<file path="src/rtl/xpin_pkg.sv">
package xpin_pkg;

    localparam int MAX_PINS = 8;
    localparam int PRIO_W   = 4;
    localparam int BUS_W    = 32;
    localparam int ADDR_W   = 3;

    typedef enum logic [ADDR_W-1:0] {
        REG_SENSE = 3'd0,
        REG_PRIO  = 3'd1,
        REG_PEND  = 3'd2,
        REG_MSET  = 3'd3,
        REG_MCLR  = 3'd4
    } reg_sel_e;

    typedef enum logic [3:0] {
        DET_FALL = 4'd0,
        DET_RISE = 4'd1,
        DET_LOW  = 4'd2,
        DET_HIGH = 4'd3,
        DET_BOTH = 4'd4
    } det_mode_e;

    // lowest bit of pin's field in a word laid out with pin 0 on top
    function automatic int field_lsb(input int pin, input int w);
        return (MAX_PINS - 1 - pin) * w;
    endfunction

    // bit of pin in a one-bit-per-pin register of width fw
    function automatic int flag_pos(input int pin, input int fw);
        return fw - 1 - pin;
    endfunction

endpackage

</file>
<file path="src/rtl/xpin_edge_unit.sv">
module xpin_edge_unit
    import xpin_pkg::*;
#(
    parameter int SENSE_W = 4
) (
    input  logic               clk,
    input  logic               rst_n,
    input  logic               pin_i,
    input  logic [SENSE_W-1:0] mode_i,
    output logic               hit_o
);

    typedef struct packed {
        logic meta;
        logic sync;
        logic prev;
    } pipe_t;

    pipe_t      st_d;
    pipe_t      st_q;
    logic [3:0] mode_ext;

    always_comb begin
        st_d.meta = pin_i;
        st_d.sync = st_q.meta;
        st_d.prev = st_q.sync;

        mode_ext = 4'(mode_i);
        hit_o    = 1'b0;
        case (mode_ext)
            DET_FALL: hit_o =  st_q.prev & ~st_q.sync;
            DET_RISE: hit_o = ~st_q.prev &  st_q.sync;
            DET_LOW:  hit_o = ~st_q.sync;
            DET_HIGH: hit_o =  st_q.sync;
            DET_BOTH: hit_o =  st_q.prev ^  st_q.sync;
            default:  hit_o = 1'b0;
        endcase
    end

    always_ff @(posedge clk or negedge rst_n) begin
        if (!rst_n) st_q <= '0;
        else        st_q <= st_d;
    end

endmodule

</file>
<file path="src/rtl/xpin_regfile.sv">
module xpin_regfile
    import xpin_pkg::*;
#(
    parameter int NUM_PINS = 8,
    parameter int SENSE_W  = 4,
    parameter int FLAG_W   = 8
) (
    input  logic                              clk,
    input  logic                              rst_n,
    input  logic                              wr_i,
    input  logic [ADDR_W-1:0]                 addr_i,
    input  logic [BUS_W-1:0]                  wdata_i,
    input  logic [NUM_PINS-1:0]               hit_i,
    output logic [BUS_W-1:0]                  rdata_o,
    output logic [NUM_PINS-1:0][SENSE_W-1:0]  mode_o,
    output logic [NUM_PINS-1:0]               pend_o,
    output logic [NUM_PINS-1:0]               mask_o,
    output logic [NUM_PINS-1:0]               open_o
);

    typedef struct packed {
        logic [NUM_PINS-1:0][SENSE_W-1:0] sense;
        logic [NUM_PINS-1:0][PRIO_W-1:0]  prio;
        logic [NUM_PINS-1:0]              pend;
        logic [NUM_PINS-1:0]              mask;
    } rf_t;

    rf_t  st_d;
    rf_t  st_q;
    logic wr_sense;
    logic wr_prio;
    logic wr_pend;
    logic wr_mset;
    logic wr_mclr;

    always_comb begin
        wr_sense = wr_i && (addr_i == REG_SENSE);
        wr_prio  = wr_i && (addr_i == REG_PRIO);
        wr_pend  = wr_i && (addr_i == REG_PEND);
        wr_mset  = wr_i && (addr_i == REG_MSET);
        wr_mclr  = wr_i && (addr_i == REG_MCLR);
    end

    always_comb begin
        st_d = st_q;
        for (int n = 0; n < NUM_PINS; n++) begin
            if (wr_sense)
                st_d.sense[n] = wdata_i[field_lsb(n, SENSE_W) +: SENSE_W];
            if (wr_prio)
                st_d.prio[n] = wdata_i[field_lsb(n, PRIO_W) +: PRIO_W];
            if (wr_mset && wdata_i[flag_pos(n, FLAG_W)])
                st_d.mask[n] = 1'b1;
            if (wr_mclr && wdata_i[flag_pos(n, FLAG_W)])
                st_d.mask[n] = 1'b0;
            // a zero clears; a new event in the same cycle wins
            st_d.pend[n] = (st_q.pend[n] & ~(wr_pend & ~wdata_i[flag_pos(n, FLAG_W)]))
                         | hit_i[n];
        end
    end

    always_ff @(posedge clk or negedge rst_n) begin
        if (!rst_n) begin
            st_q.sense <= '0;
            st_q.prio  <= '0;
            st_q.pend  <= '0;
            st_q.mask  <= '1;
        end else begin
            st_q <= st_d;
        end
    end

    always_comb begin
        rdata_o = '0;
        case (addr_i)
            REG_SENSE: begin
                for (int n = 0; n < NUM_PINS; n++)
                    rdata_o[field_lsb(n, SENSE_W) +: SENSE_W] = st_q.sense[n];
            end
            REG_PRIO: begin
                for (int n = 0; n < NUM_PINS; n++)
                    rdata_o[field_lsb(n, PRIO_W) +: PRIO_W] = st_q.prio[n];
            end
            REG_PEND: begin
                for (int n = 0; n < NUM_PINS; n++)
                    rdata_o[flag_pos(n, FLAG_W)] = st_q.pend[n];
            end
            default: rdata_o = '0;
        endcase
    end

    always_comb begin
        for (int n = 0; n < NUM_PINS; n++) begin
            mode_o[n] = st_q.sense[n];
            open_o[n] = |st_q.prio[n];
        end
        pend_o = st_q.pend;
        mask_o = st_q.mask;
    end

endmodule

</file>
<file path="src/rtl/xpin_out_gate.sv">
module xpin_out_gate #(
    parameter int NUM_PINS = 8
) (
    input  logic [NUM_PINS-1:0] pend_i,
    input  logic [NUM_PINS-1:0] mask_i,
    input  logic [NUM_PINS-1:0] open_i,
    output logic [NUM_PINS-1:0] irq_o,
    output logic                any_o
);

    always_comb begin
        irq_o = pend_i & ~mask_i & open_i;
        any_o = |irq_o;
    end

endmodule

</file>
<file path="src/rtl/xpin_irq_ctrl.sv">
module xpin_irq_ctrl
    import xpin_pkg::*;
#(
    parameter int NUM_PINS = 8,
    parameter int SENSE_W  = 4,
    parameter int FLAG_W   = 8
) (
    input  logic                clk,
    input  logic                rst_n,
    input  logic [NUM_PINS-1:0] pin_i,
    input  logic                reg_wr_i,
    input  logic [2:0]          reg_addr_i,
    input  logic [31:0]         reg_wdata_i,
    output logic [31:0]         reg_rdata_o,
    output logic [NUM_PINS-1:0] irq_o,
    output logic                irq_any_o
);

    logic [NUM_PINS-1:0][SENSE_W-1:0] mode_vec;
    logic [NUM_PINS-1:0]              evt_vec;
    logic [NUM_PINS-1:0]              pend_vec;
    logic [NUM_PINS-1:0]              mask_vec;
    logic [NUM_PINS-1:0]              open_vec;

    for (genvar g = 0; g < NUM_PINS; g++) begin : g_pin
        xpin_edge_unit #(
            .SENSE_W (SENSE_W)
        ) u_edge (
            .clk    (clk),
            .rst_n  (rst_n),
            .pin_i  (pin_i[g]),
            .mode_i (mode_vec[g]),
            .hit_o  (evt_vec[g])
        );
    end

    xpin_regfile #(
        .NUM_PINS (NUM_PINS),
        .SENSE_W  (SENSE_W),
        .FLAG_W   (FLAG_W)
    ) u_regs (
        .clk     (clk),
        .rst_n   (rst_n),
        .wr_i    (reg_wr_i),
        .addr_i  (reg_addr_i),
        .wdata_i (reg_wdata_i),
        .hit_i   (evt_vec),
        .rdata_o (reg_rdata_o),
        .mode_o  (mode_vec),
        .pend_o  (pend_vec),
        .mask_o  (mask_vec),
        .open_o  (open_vec)
    );

    xpin_out_gate #(
        .NUM_PINS (NUM_PINS)
    ) u_gate (
        .pend_i (pend_vec),
        .mask_i (mask_vec),
        .open_i (open_vec),
        .irq_o  (irq_o),
        .any_o  (irq_any_o)
    );

endmodule

</file>
<file path="config.mk">
export PLATFORM = sky130hd
export DESIGN_NAME = xpin_irq_ctrl
export DESIGN_NICKNAME = d
export VERILOG_FILES = /design/src/rtl/xpin_pkg.sv /design/src/rtl/xpin_edge_unit.sv /design/src/rtl/xpin_regfile.sv /design/src/rtl/xpin_out_gate.sv /design/src/rtl/xpin_irq_ctrl.sv
export SDC_FILE = /design/constraint.sdc
export NUM_CORES = 1
export LEC_CHECK = 0
export BUFFER_PORTS_ARGS = -buffer_cell sky130_fd_sc_hd__buf_2
export CAP_MARGIN = 10
export CORE_UTILIZATION = 50
export CTS_BUF_LIST = sky130_fd_sc_hd__clkbuf_8
export DETAILED_ROUTE_END_ITERATION = 8
export GPL_TIMING_DRIVEN = 1
export PLACE_DENSITY = 0.76
export SYNTH_ARGS = -nofsm -noshare
export SYNTH_HDL_FRONTEND = slang
export SYNTH_SLANG_ARGS = --single-unit
</file>
<file path="constraint.sdc">
create_clock -name clk -period 1.7 [get_ports clk]
set_input_delay 0.255 -clock clk [delete_from_list [all_inputs] [get_ports clk]]
set_output_delay 0.255 -clock clk [all_outputs]
set_load 0.01 [all_outputs]
</file>
==> results of run 1 <==
## power by group
part / internal, mW / switching (mW) / total [mW]
logic: 0.804 / 0.670 / 1.47
clock network: 0.769 / 0.860 / 1.63
registers: 2.90 / 0.468 / 3.37
## cell usage in the layout (no fill, tap or decap), types with 2 or more instances in the layout
master         netlist  routed
a211oi_1             2       2
a21oi_1             26      26
a22o_1              24      24
and2_1               2       2
and3b_1              2       2
buf_12               0       6
buf_2                3      82
buf_4                2      25
buf_6                6       5
clkbuf_8             0      11
clkinvlp_4           0       2
dfrtp_1             96      94
dfrtp_2              0       2
dfstp_2              8       8
dlygate4sd3_1        0       9
ha_1                16      16
inv_1               16      16
mux2_1              64      64
mux2_2               2       2
mux2i_1             16      16
nand2_1             14      13
nand3_1              4       4
nand3b_1             4       4
nor2_1              34      34
nor2b_1              3       3
nor3_1               2       2
nor3b_1              8       2
nor3b_2              0       6
nor4_2               0       6
nor4_4               0       4
o21a_1               3       3
o21ai_0              9       9
o311ai_0             6       6
or4b_1               2       2
xnor2_1              2       2
xor2_1               2       2
## through the flow
step                      power (mW)  worst slack [ns]  util (%)
after global placement          4.60           -0.0277      60.4
after floorplan                 4.01             0.139         -
after CTS                       6.37            -0.373      64.3
final                           6.47            -0.474      65.7
after global routing            6.80            -0.539      65.7
after detailed placement        4.68           -0.0408      60.4
## area by class of cell
class | count | share of cell area, %
flip-flops and latches | 104 | 42.5
multi-input cells | 262 | 36.4
repair buffers | 127 | 14.0
well taps | 129 | 2.62
clock buffers | 11 | 2.46
clock inverters | 5 | 1.02
inverters | 16 | 0.975
## what timing repair did
action,CTS,global route
buffers inserted,2,3
endpoints found under the setup margin,5,10
resized for setup,9,20
pin swaps,5,9
hold endpoints to repair,36,0
hold buffers,9,0
## kinds of logic (layout without fill, tap and decap cells)
kind of cell | after synthesis | in the layout
and+or+nand+nor | 88 | 88
xor gates and xnor gates | 4 | 4
buffers and inverters | 35 | 159
muxes | 82 | 82
adders and majority gates | 16 | 16
AOI/OAI and AO/OA | 72 | 72
DFF | 104 | 104
## worst max path at each step
stage	end	start
floorplan	u_regs.st_q[16]	reg_addr_i[1]
global placement	irq_any_o	u_regs.st_q[33]
detailed placement	irq_any_o	u_regs.st_q[17]
CTS	irq_any_o	u_regs.st_q[45]
global route	irq_any_o	u_regs.st_q[17]
finish	irq_any_o	u_regs.st_q[17]
## layer usage
layer | up-vias | GRT usage, %
li1 | 1688 | -
met1 | 1852 | 32.5
met2 | 86 | 40.7
met3 | 13 | 4.16
met4 | 0 | 8.14
met5 | - | 0
## worst max-delay path, cell delays in order, from the launching register on
cell     delay (ns)
dfrtp_1        0.42
nor4_4         0.30
nor3b_2        0.11
nor4_2         0.35
buf_4          0.19
nand2_4        0.06
buf_6          0.14
## state kept, by name (all words and copies together) (netlist names)
name	cells
u_regs.pend_o	8
u_regs.st_q	32
u_regs.mask_o	8
g_pin.u_edge.st_q	8
u_regs.mode_o	32
g_pin.u_edge.st_d	16
==> out/qor.txt, run 1 <==
Synth Area in Compound Gates: 10.1%
# IOs: 87
Tightest Pin Transition: 0.430 ns
Vias: 3639
Die Wd: 101 microns
Hold depth: 2
First-pass GRT wire length: 18700 microns
Detailed Routing Iterations Pass 1: 4
Top post-synthesis cells by area: dfrtp_1 (49%), mux2_1 (15%), dfstp_2 (4.3%)
DRC viols: 0
Hold Path Sink: u_regs.mode_o[7]
Hold slack: 0.108 ns
Initial antenna violation count: 0
Largest net degree at the start of global routing: 37
Leak Pwr: 2.84 nW
Final critical-path share of the clock period: 128%
Most numerous cell in the Yosys netlist: dfrtp_1
Clk_lat worst skew: 0.37 ns
Synth Area in Adders: 4.08%
CTS HTree Levels: 3
Crit Path Max Fanout: 2
Setup violations, final: 3
Number of flops mapped to enable cells by yosys: 0
Die height: 101 microns
Status: complete, but fails checks
Fin nets: 582
Number of global-route vias before repair: 3716
Layout fillers: 721
Worst Skew: 0.00989 ns
Post-synth ARST share: 100%
Drt total wl: 11500 microns
TritonCTS Buffers: 9
PwrDens: 1050 nW/um^2
Routability Congestion: 0.842
Worst hold start: reg_wdata_i[27]
Final Hold Viols: 0
R2R Setup Slk: 0.29 ns
Slew headroom: 71.4%
Failing checks: setup timing
CTS root buffer: clkbuf_8
Ratio of cells with drive above 1 in the final layout: 31.4%
Met1 Wirelength: 5050 microns
Dpl cell area: 5660 sq um
Syn avg cell area: 12.2 sq um
Sequential cell area: 2620 sq um
Fin crit period: 2.17 ns
Maximum clock insertion buffer count: 2
Post-DP HPWL: 8170 microns
Post-synthesis sequential area ratio: 53.2%
Max frequency: 460 MHz
Yosys reg bits: 104
R2R Path Start: g_pin[1].u_edge.st_d[0]
Synth Flop Type: dfrtp_1
Die ar.: 10200 sq um
Final Cell Area: 6160 sq um
Crit start category: flip-flop
ANT cells: 0
Share of the synthesized area in the top cell type: 49.0%
Simple-gate share of the synthesized area: 9.64%
Peak VDD IR: 0.000623 V
Critical path data required time: 1.44 ns
Rows: 35
RSZ-0062 raised after global routing: yes
Global Route Usage Sum: 24.4%
Max layer used: met4
Final TNS setup: -0.510 ns
Routed WL per cell: 17.6 microns
Iter 0 DRT Violations: 166
Cells after synthesis: 401
Area taken by multi-input logic gates: 2240 sq um
CTS tree: built
Fin cells: 654
Post-route ant nets: 0
Synth area leader: dfrtp_1
Initial Utilization: 52.4%
Area growth syn-to-layout: 25.5%
Commonest cells post-synth: dfrtp_1 (96), mux2_1 (64), nor2_1 (34), a21oi_1 (26), a22o_1 (24)
RR Endpoint: u_regs.pend_o[1]
Worst endpoint data arrival time: 1.92 ns
Critical path class: flip-flop to output port
GRT overflow: 0
Post-synthesis mux area share: 18.4%
Reg clk slew, reported paths: 0.10 ns
Post-Syn Nets: 463
CTS sink cnt: 104
Slack of the critical path: -0.474 ns
Core ar.: 9370 sq um
PortBufs: 86
Average via count per standard cell: 5.56
Ys Warns: 0
Dpl cells: 625
Mapped cell area: 4910 sq um
Max Slew Vio Count: 0
MaxCap Viol Count: 0
CP Capture Type: output port
Post-synth cell types: 34
Post-synthesis xor/xnor area fraction: 0.714%
Cell count of the worst reg-to-reg path: 6
Routed met3 length: 596 microns
Largest family of logic cells by synthesized area: multiplexers
Detail Route met2 WL: 5720 microns
HP Class: input port to flip-flop
(Power assumes the default switching activity.)
==> inputs of run 2 (changes only) <==
Settings changed: PLACE_DENSITY 0.76 to 0.75, SYNTH_HIERARCHICAL from default to 1.
==> out/qor.txt, run 2 <==
Most frequent cells in the layout: dfrtp_1 (96), buf_2 (78), buf_4 (50)
Pwr Total: 7.16 mW (+11%)
Dpl cell area: 5970 sq um (+5.5%)
CTS sink cnt: 104 (unchanged)
Layout fillers: 813 (+13%)
Worst Skew: 0.00853 ns (-0.00136 ns)
Final Hold Viols: 0 (unchanged)
# IOs: 87 (unchanged)
PwrDens: 1070 nW/um^2 (+1.7%)
ANT cells: 0 (unchanged)
Number of global-route vias before repair: 4053 (+9.1%)
Ratio of cells with drive above 1 in the final layout: 43.4% (+12 points)
Fin crit period: 2.40 ns (+0.226 ns)
DP Worst Slack: -0.308 ns (-0.268 ns)
Synth area leader: dfrtp_1
Tightest Pin Transition: 0.578 ns (+0.148 ns)
Commonest cells post-synth: dfrtp_1 (96), buf_4 (52), nand2_1 (44), mux2_2 (38), mux2_1 (34)
Cell Chain, Critical Path: or4_1 -> nand3b_1 -> nand4_1 -> or4_4 -> buf_6
Delay-heaviest family, CP: simple AND/OR/NAND/NOR gates
Post-synthesis sequential area ratio: 48.7% (-4.5 points)
Hold Path Sink: u_regs/mask_o[7]
Leak Pwr: 3.15 nW (+11%)
Final TNS setup: -2.90 ns (-2.39 ns)
Post-Syn Nets: 540 (+17%)
Critical path class: flip-flop to output port
Number of flops mapped to enable cells by yosys: 0 (unchanged)
Clk_lat worst skew: 0.37 ns (about the same)
Post-synth cell types: 31 (-8.8%)
Failing checks: setup timing
Core ar.: 10400 sq um (+11%)
Met2 GRT Util: 38.0% (-2.7 points)
Crit start category: flip-flop
Hold slack: 0.102 ns (-0.00589 ns)
Drt total wl: 12600 microns (+9.0%)
Peak VDD IR: 0.000533 V (-15%)
Largest net degree at the start of global routing: 41 (+11%)
Maximum clock insertion buffer count: 2 (unchanged)
Critical path data required time: 1.44 ns (about the same)
Final critical-path share of the clock period: 141% (+13 points)
Die Wd: 106 microns (+4.5%)
Final Cell Area: 6690 sq um (+8.7%)
CTS root buffer: clkbuf_8
Ys Warns: 6 (+6)
Mapped cell area: 5360 sq um (+9.3%)
RR Endpoint: u_regs/pend_o[7]
Most numerous cell in the Yosys netlist: dfrtp_1
Syn avg cell area: 11.2 sq um (-8.3%)
Status: complete, but fails checks
Slew headroom: 61.5% (-9.9 points)
Worst endpoint data arrival time: 2.15 ns (+0.23 ns)
HP Class: input port to flip-flop
Busiest metal layer after global routing: met2
Post-synth ARST share: 100% (unchanged)
Global Route Usage Sum: 22.6% (-1.8 points)
R2R Path Start: g_pin[7].u_edge/st_d[0]
Rows: 37 (+5.7%)
First-pass GRT wire length: 19600 microns (+4.7%)
Setup violations, final: 13 (+10)
Cells after synthesis: 478 (+19%)
Met3 demand-to-capacity share in global routing: 4.89% (+0.72 points)
Max stage delay cell, worst path: or4_1
Commonest non-fill, non-tap cell in the layout: dfrtp_1
Die height: 106 microns (+4.5%)
CTS tree: built
Initial antenna violation count: 0 (unchanged)
Post-route ant nets: 0 (unchanged)
Top post-synthesis cells by area: dfrtp_1 (45%), mux2_2 (8.0%), buf_4 (7.3%)
PortBufs: 86 (unchanged)
RSZ-0062 raised after global routing: yes
Die ar.: 11100 sq um (+9.1%)
Cell count of the worst reg-to-reg path: 6 (unchanged)
Detailed Routing Iterations Pass 1: 4 (unchanged)
Average via count per standard cell: 5.45 (-2.0%)
Post-DP HPWL: 8680 microns (+6.3%)
Crit Path Max Fanout: 2 (unchanged)
Max Slew Vio Count: 0 (unchanged)
CTS HTree Levels: 3 (unchanged)
Max frequency: 417 MHz (-9.4%)
GRT overflow: 0 (unchanged)
Synth Flop Type: dfrtp_1
Area growth syn-to-layout: 24.8%
Fin nets: 651 (+12%)
Worst hold start: reg_wdata_i[0]
R2R Setup Slk: 0.31 ns (+0.02 ns)
DRC viols: 0 (unchanged)
Vias: 3980 (+9.4%)
Yosys reg bits: 104 (unchanged)
Share of the synthesized area in the top cell type: 44.8% (-4.2 points)
M1 GR Usage: 29.7% (-2.8 points)
Slowest cell delay on critical path: 0.53 ns (+0.11 ns)
Slack of the critical path: -0.700 ns (-0.226 ns)
Routability Congestion: 0.862 (+2.3%)
Initial Utilization: 51.7% (-0.64 points)
Reg clk slew, reported paths: 0.11 ns (about the same)
Routed WL per cell: 17.2 microns (-2.3%)
MaxCap Viol Count: 0 (unchanged)
CP Capture Type: output port
TritonCTS Buffers: 9 (unchanged)
Iter 0 DRT Violations: 141 (-15%)
Hold depth: 2 (unchanged)
Buf/Inv on CP: 1 (-1)
-- run 2: worst reg2reg max path: cells and delay by family (launching register included) --
kind / cells / cell delay (ns)
compound gates: 2 / 0.26
simple gates: 2 / 0.34
flops: 1 / 0.44
fa+ha+maj: 1 / 0.19
buf+inv: 1 / 0.07
-- run 2: timing repair --
action                     CTS  global route
hold endpoints to repair    39             0
pin swaps                   15            20
hold buffers                 9             0
buffers inserted            16             9
setup endpoints to repair   11            17
resized for setup           31            42
-- run 2: area by class of cell --
type	instances	area, sq um	share of cell area [%]
clock inverter	7	109	1.63
tap	136	170	2.54
timing repair buffer	166	1230	18.3
sequential	104	2610	39.0
inverter	21	87.6	1.31
multi-input combinational	287	2360	35.3
clock buffer	9	124	1.85
-- run 2: kinds of logic after synthesis --
kind of cell / after synthesis / synth area share [%]
mux: 80 / 16.6
buf+inv: 87 / 10.3
simple gates: 110 / 10.6
compound gates: 81 / 10.0
flops: 104 / 48.7
fa+ha+maj: 16 / 3.73
-- run 2: where the power goes --
| group | switching [mW] | internal (mW) | total [mW] |
|---|---|---|---|
| sequential | 0.382 | 2.88 | 3.26 |
| combinational | 0.871 | 1.24 | 2.11 |
| clock | 0.923 | 0.866 | 1.79 |
-- run 2: worst max-delay path by stage --
stage	start	endpoint	slack [ns]	depth (start not counted)
global placement	u_regs/st_q[35]	irq_any_o	-0.28	5
floorplan	u_regs/st_q[39]	irq_any_o	-0.09	4
finish	u_regs/st_q[43]	irq_any_o	-0.70	5
detailed placement	u_regs/st_q[35]	irq_any_o	-0.31	5
global route	u_regs/st_q[38]	irq_any_o	-0.74	5
CTS	u_regs/st_q[18]	irq_any_o	-0.69	5
-- run 2: layer usage --
metal,share of wire [%],up-vias
met4,1.4,0
met3,5.4,17
met2,49,124
li1,-,1843
met1,44,1996
met5,0,-
-- run 2: through the flow --
step,std cells,utilization (%)
floorplan,478,-
global placement,687,57.6
detailed placement,687,57.6
CTS,724,62.7
global route,730,64.6
finish,730,64.6
==> inputs of run 3 (changes only) <==
Settings changed: CELL_PAD_IN_SITES_DETAIL_PLACEMENT from default to 1, CELL_PAD_IN_SITES_GLOBAL_PLACEMENT from default to 1, CORE_UTILIZATION 50 to 46, PLACE_DENSITY 0.75 to 0.85.
==> out/qor.txt, run 3 (synthesized netlist as in run 2, its figures left out) <==
Status: complete, but fails checks
Failing checks: setup timing
CP Capture Type: output port
Area growth syn-to-layout: 22.8%
DP Worst Slack: -0.342 ns (-0.0338 ns)
Fin crit period: 2.43 ns (+0.0299 ns)
Critical path class: flip-flop to output port
RSZ-0062 raised after global routing: yes
# IOs: 87 (unchanged)
Area taken by multi-input logic gates: 2330 sq um (-1.5%)
CTS HTree Levels: 3 (unchanged)
MaxCap Viol Count: 0 (unchanged)
Iter 0 DRT Violations: 275 (+95%)
Fin nets: 643 (-1.2%)
Rows: 39 (+5.4%)
CTS tree: built
Vias: 3963 (-0.43%)
CTS root buffer: clkbuf_8
Max frequency: 412 MHz (-1.2%)
Die Wd: 110 microns (+4.2%)
Die height: 110 microns (+4.2%)
Layout fillers: 1225 (+51%)
First-pass GRT wire length: 22000 microns (+12%)
Routed WL per cell: 19.3 microns (+12%)
HP Class: input port to flip-flop
Initial antenna violation count: 0 (unchanged)
Crit Path Max Fanout: 2 (unchanged)
Sequential cell area: 2610 sq um (about the same)
Largest net degree at the start of global routing: 33 (-20%)
Routability Congestion: 0.803 (-6.8%)
Most frequent cells in the layout: dfrtp_1 (95), buf_2 (76), buf_4 (46)
Final Hold Viols: 0 (unchanged)
Dpl cell area: 5970 sq um (about the same)
Crit start category: flip-flop
Number of global-route vias before repair: 4233 (+4.4%)
GRT overflow: 0 (unchanged)
Tightest Pin Transition: 0.426 ns (-0.152 ns)
Peak VDD IR: 0.000868 V (+63%)
Initial Utilization: 47.2% (-4.5 points)
Leak Pwr: 3.10 nW (-1.7%)
Post-DP HPWL: 9710 microns (+12%)
Buf/Inv on CP: 1 (unchanged)
Final TNS setup: -2.62 ns (+0.286 ns)
Cell Chain, Critical Path: or4_4 -> nand3b_4 -> nand4_1 -> or4_4 -> buf_6
Post-layout util: 57.9% (-6.6 points)
Worst hold start: reg_wdata_i[6]
Final critical-path share of the clock period: 143% (+1.8 points)
Crit. Startpoint: u_regs/st_q[30]
Dpl cells: 691 (+0.58%)
Final Cell Area: 6590 sq um (-1.6%)
Commonest non-fill, non-tap cell in the layout: dfrtp_1
Max Slew Vio Count: 0 (unchanged)
PortBufs: 86 (unchanged)
Fin cells: 728 (-0.27%)
Core ar.: 11400 sq um (+9.6%)
Most used cell, CP: or4_4
Maximum clock insertion buffer count: 2 (unchanged)
ANT cells: 0 (unchanged)
TritonCTS Buffers: 9 (unchanged)
Slew headroom: 71.6% (+10 points)
CTS sink cnt: 104 (unchanged)
Slowest cell delay on critical path: 0.55 ns (+0.02 ns)
Detailed Routing Iterations Pass 1: 4 (unchanged)
Average via count per standard cell: 5.44 (-0.15%)
Global Route Usage Sum: 24.7% (+2.0 points)
Drt total wl: 14100 microns (+12%)
Worst Skew: 0.0131 ns (+0.00452 ns)
Clk_lat worst skew: 0.39 ns (+0.02 ns)
Reg clk slew, reported paths: 0.11 ns (about the same)
Delay-heaviest family, CP: simple AND/OR/NAND/NOR gates
Max stage delay cell, worst path: or4_4
Worst endpoint data arrival time: 2.18 ns (+0.03 ns)
Ratio of cells with drive above 1 in the final layout: 41.4% (-2.1 points)
Critical path data required time: 1.44 ns (about the same)
Setup violations, final: 11 (-2)
Die ar.: 12100 sq um (+8.5%)
Slack of the critical path: -0.730 ns (-0.0299 ns)
DRC viols: 0 (unchanged)
PwrDens: 1070 nW/um^2 (about the same)
Post-route ant nets: 0 (unchanged)
R2R Path Start: g_pin[1].u_edge/st_d[0]
[run 3: cell types whose count changed in the layout (fill, tap and decap cells not counted), moves of 3 or more]
cell	previous run	this run
a21oi_1	17	20
nand2_1	34	37
buf_4	50	46
a21oi_2	7	4
buf_6	24	20
[run 3: final cells by class]
| class | instances | share of cell area (%) |
|---|---|---|
| sequential | 104 | 39.7 |
| multi-input combinational | 287 | 35.3 |
| timing repair buffer | 158 | 17.7 |
| tap | 143 | 2.72 |
| clock buffer | 10 | 2.09 |
| inverter | 21 | 1.23 |
| clock inverter | 5 | 1.20 |
[run 3: repair_timing]
item	4_1_cts	5_1_grt
pin swaps	16	18
hold buffers	9	0
setup endpoints to repair	13	20
endpoints found under the hold margin	23	0
gates resized for setup	39	21
setup buffers	6	14
[run 3: worst paths after layout]
kind                            cells past startpoint                 endpoint  slack, ns
worst max-delay path                                5                irq_any_o      -0.73
worst min-delay path                                2         u_regs/mask_o[1]       0.09
worst max register to register                      6         u_regs/pend_o[1]       0.29
worst min register to register                      0  g_pin[0].u_edge/st_d[0]       0.35
max in group asynchronous                           3         u_regs/mask_o[5]       0.88
min in group asynchronous                           2  g_pin[6].u_edge/st_d[1]       0.29
[run 3: routing by layer]
metal | track usage [%] | share of wire, % | vias to the layer above
li1 | - | - | 1823
met1 | 30.9 | 43 | 2023
met2 | 42.4 | 51 | 102
met3 | 5.76 | 4.9 | 15
met4 | 7.24 | 1.6 | 0
met5 | 0 | 0 | -
[run 3: power by group]
group / switching (mW) / leakage (nW) / internal, mW
Sequential: 0.392 / 1.20 / 2.88
Clock: 0.863 / 0.113 / 0.862
Combinational: 0.875 / 1.78 / 1.18
[run 3: stage by stage]
| step | power (mW) | hold slack, ns |
|---|---|---|
| floorplan | 4.34 | -0.0406 |
| global placement | 4.86 | 0.152 |
| detailed placement | 4.97 | 0.158 |
| CTS | 6.96 | 0.0715 |
| global route | 7.42 | 0.0873 |
| finish | 7.05 | 0.0928 |
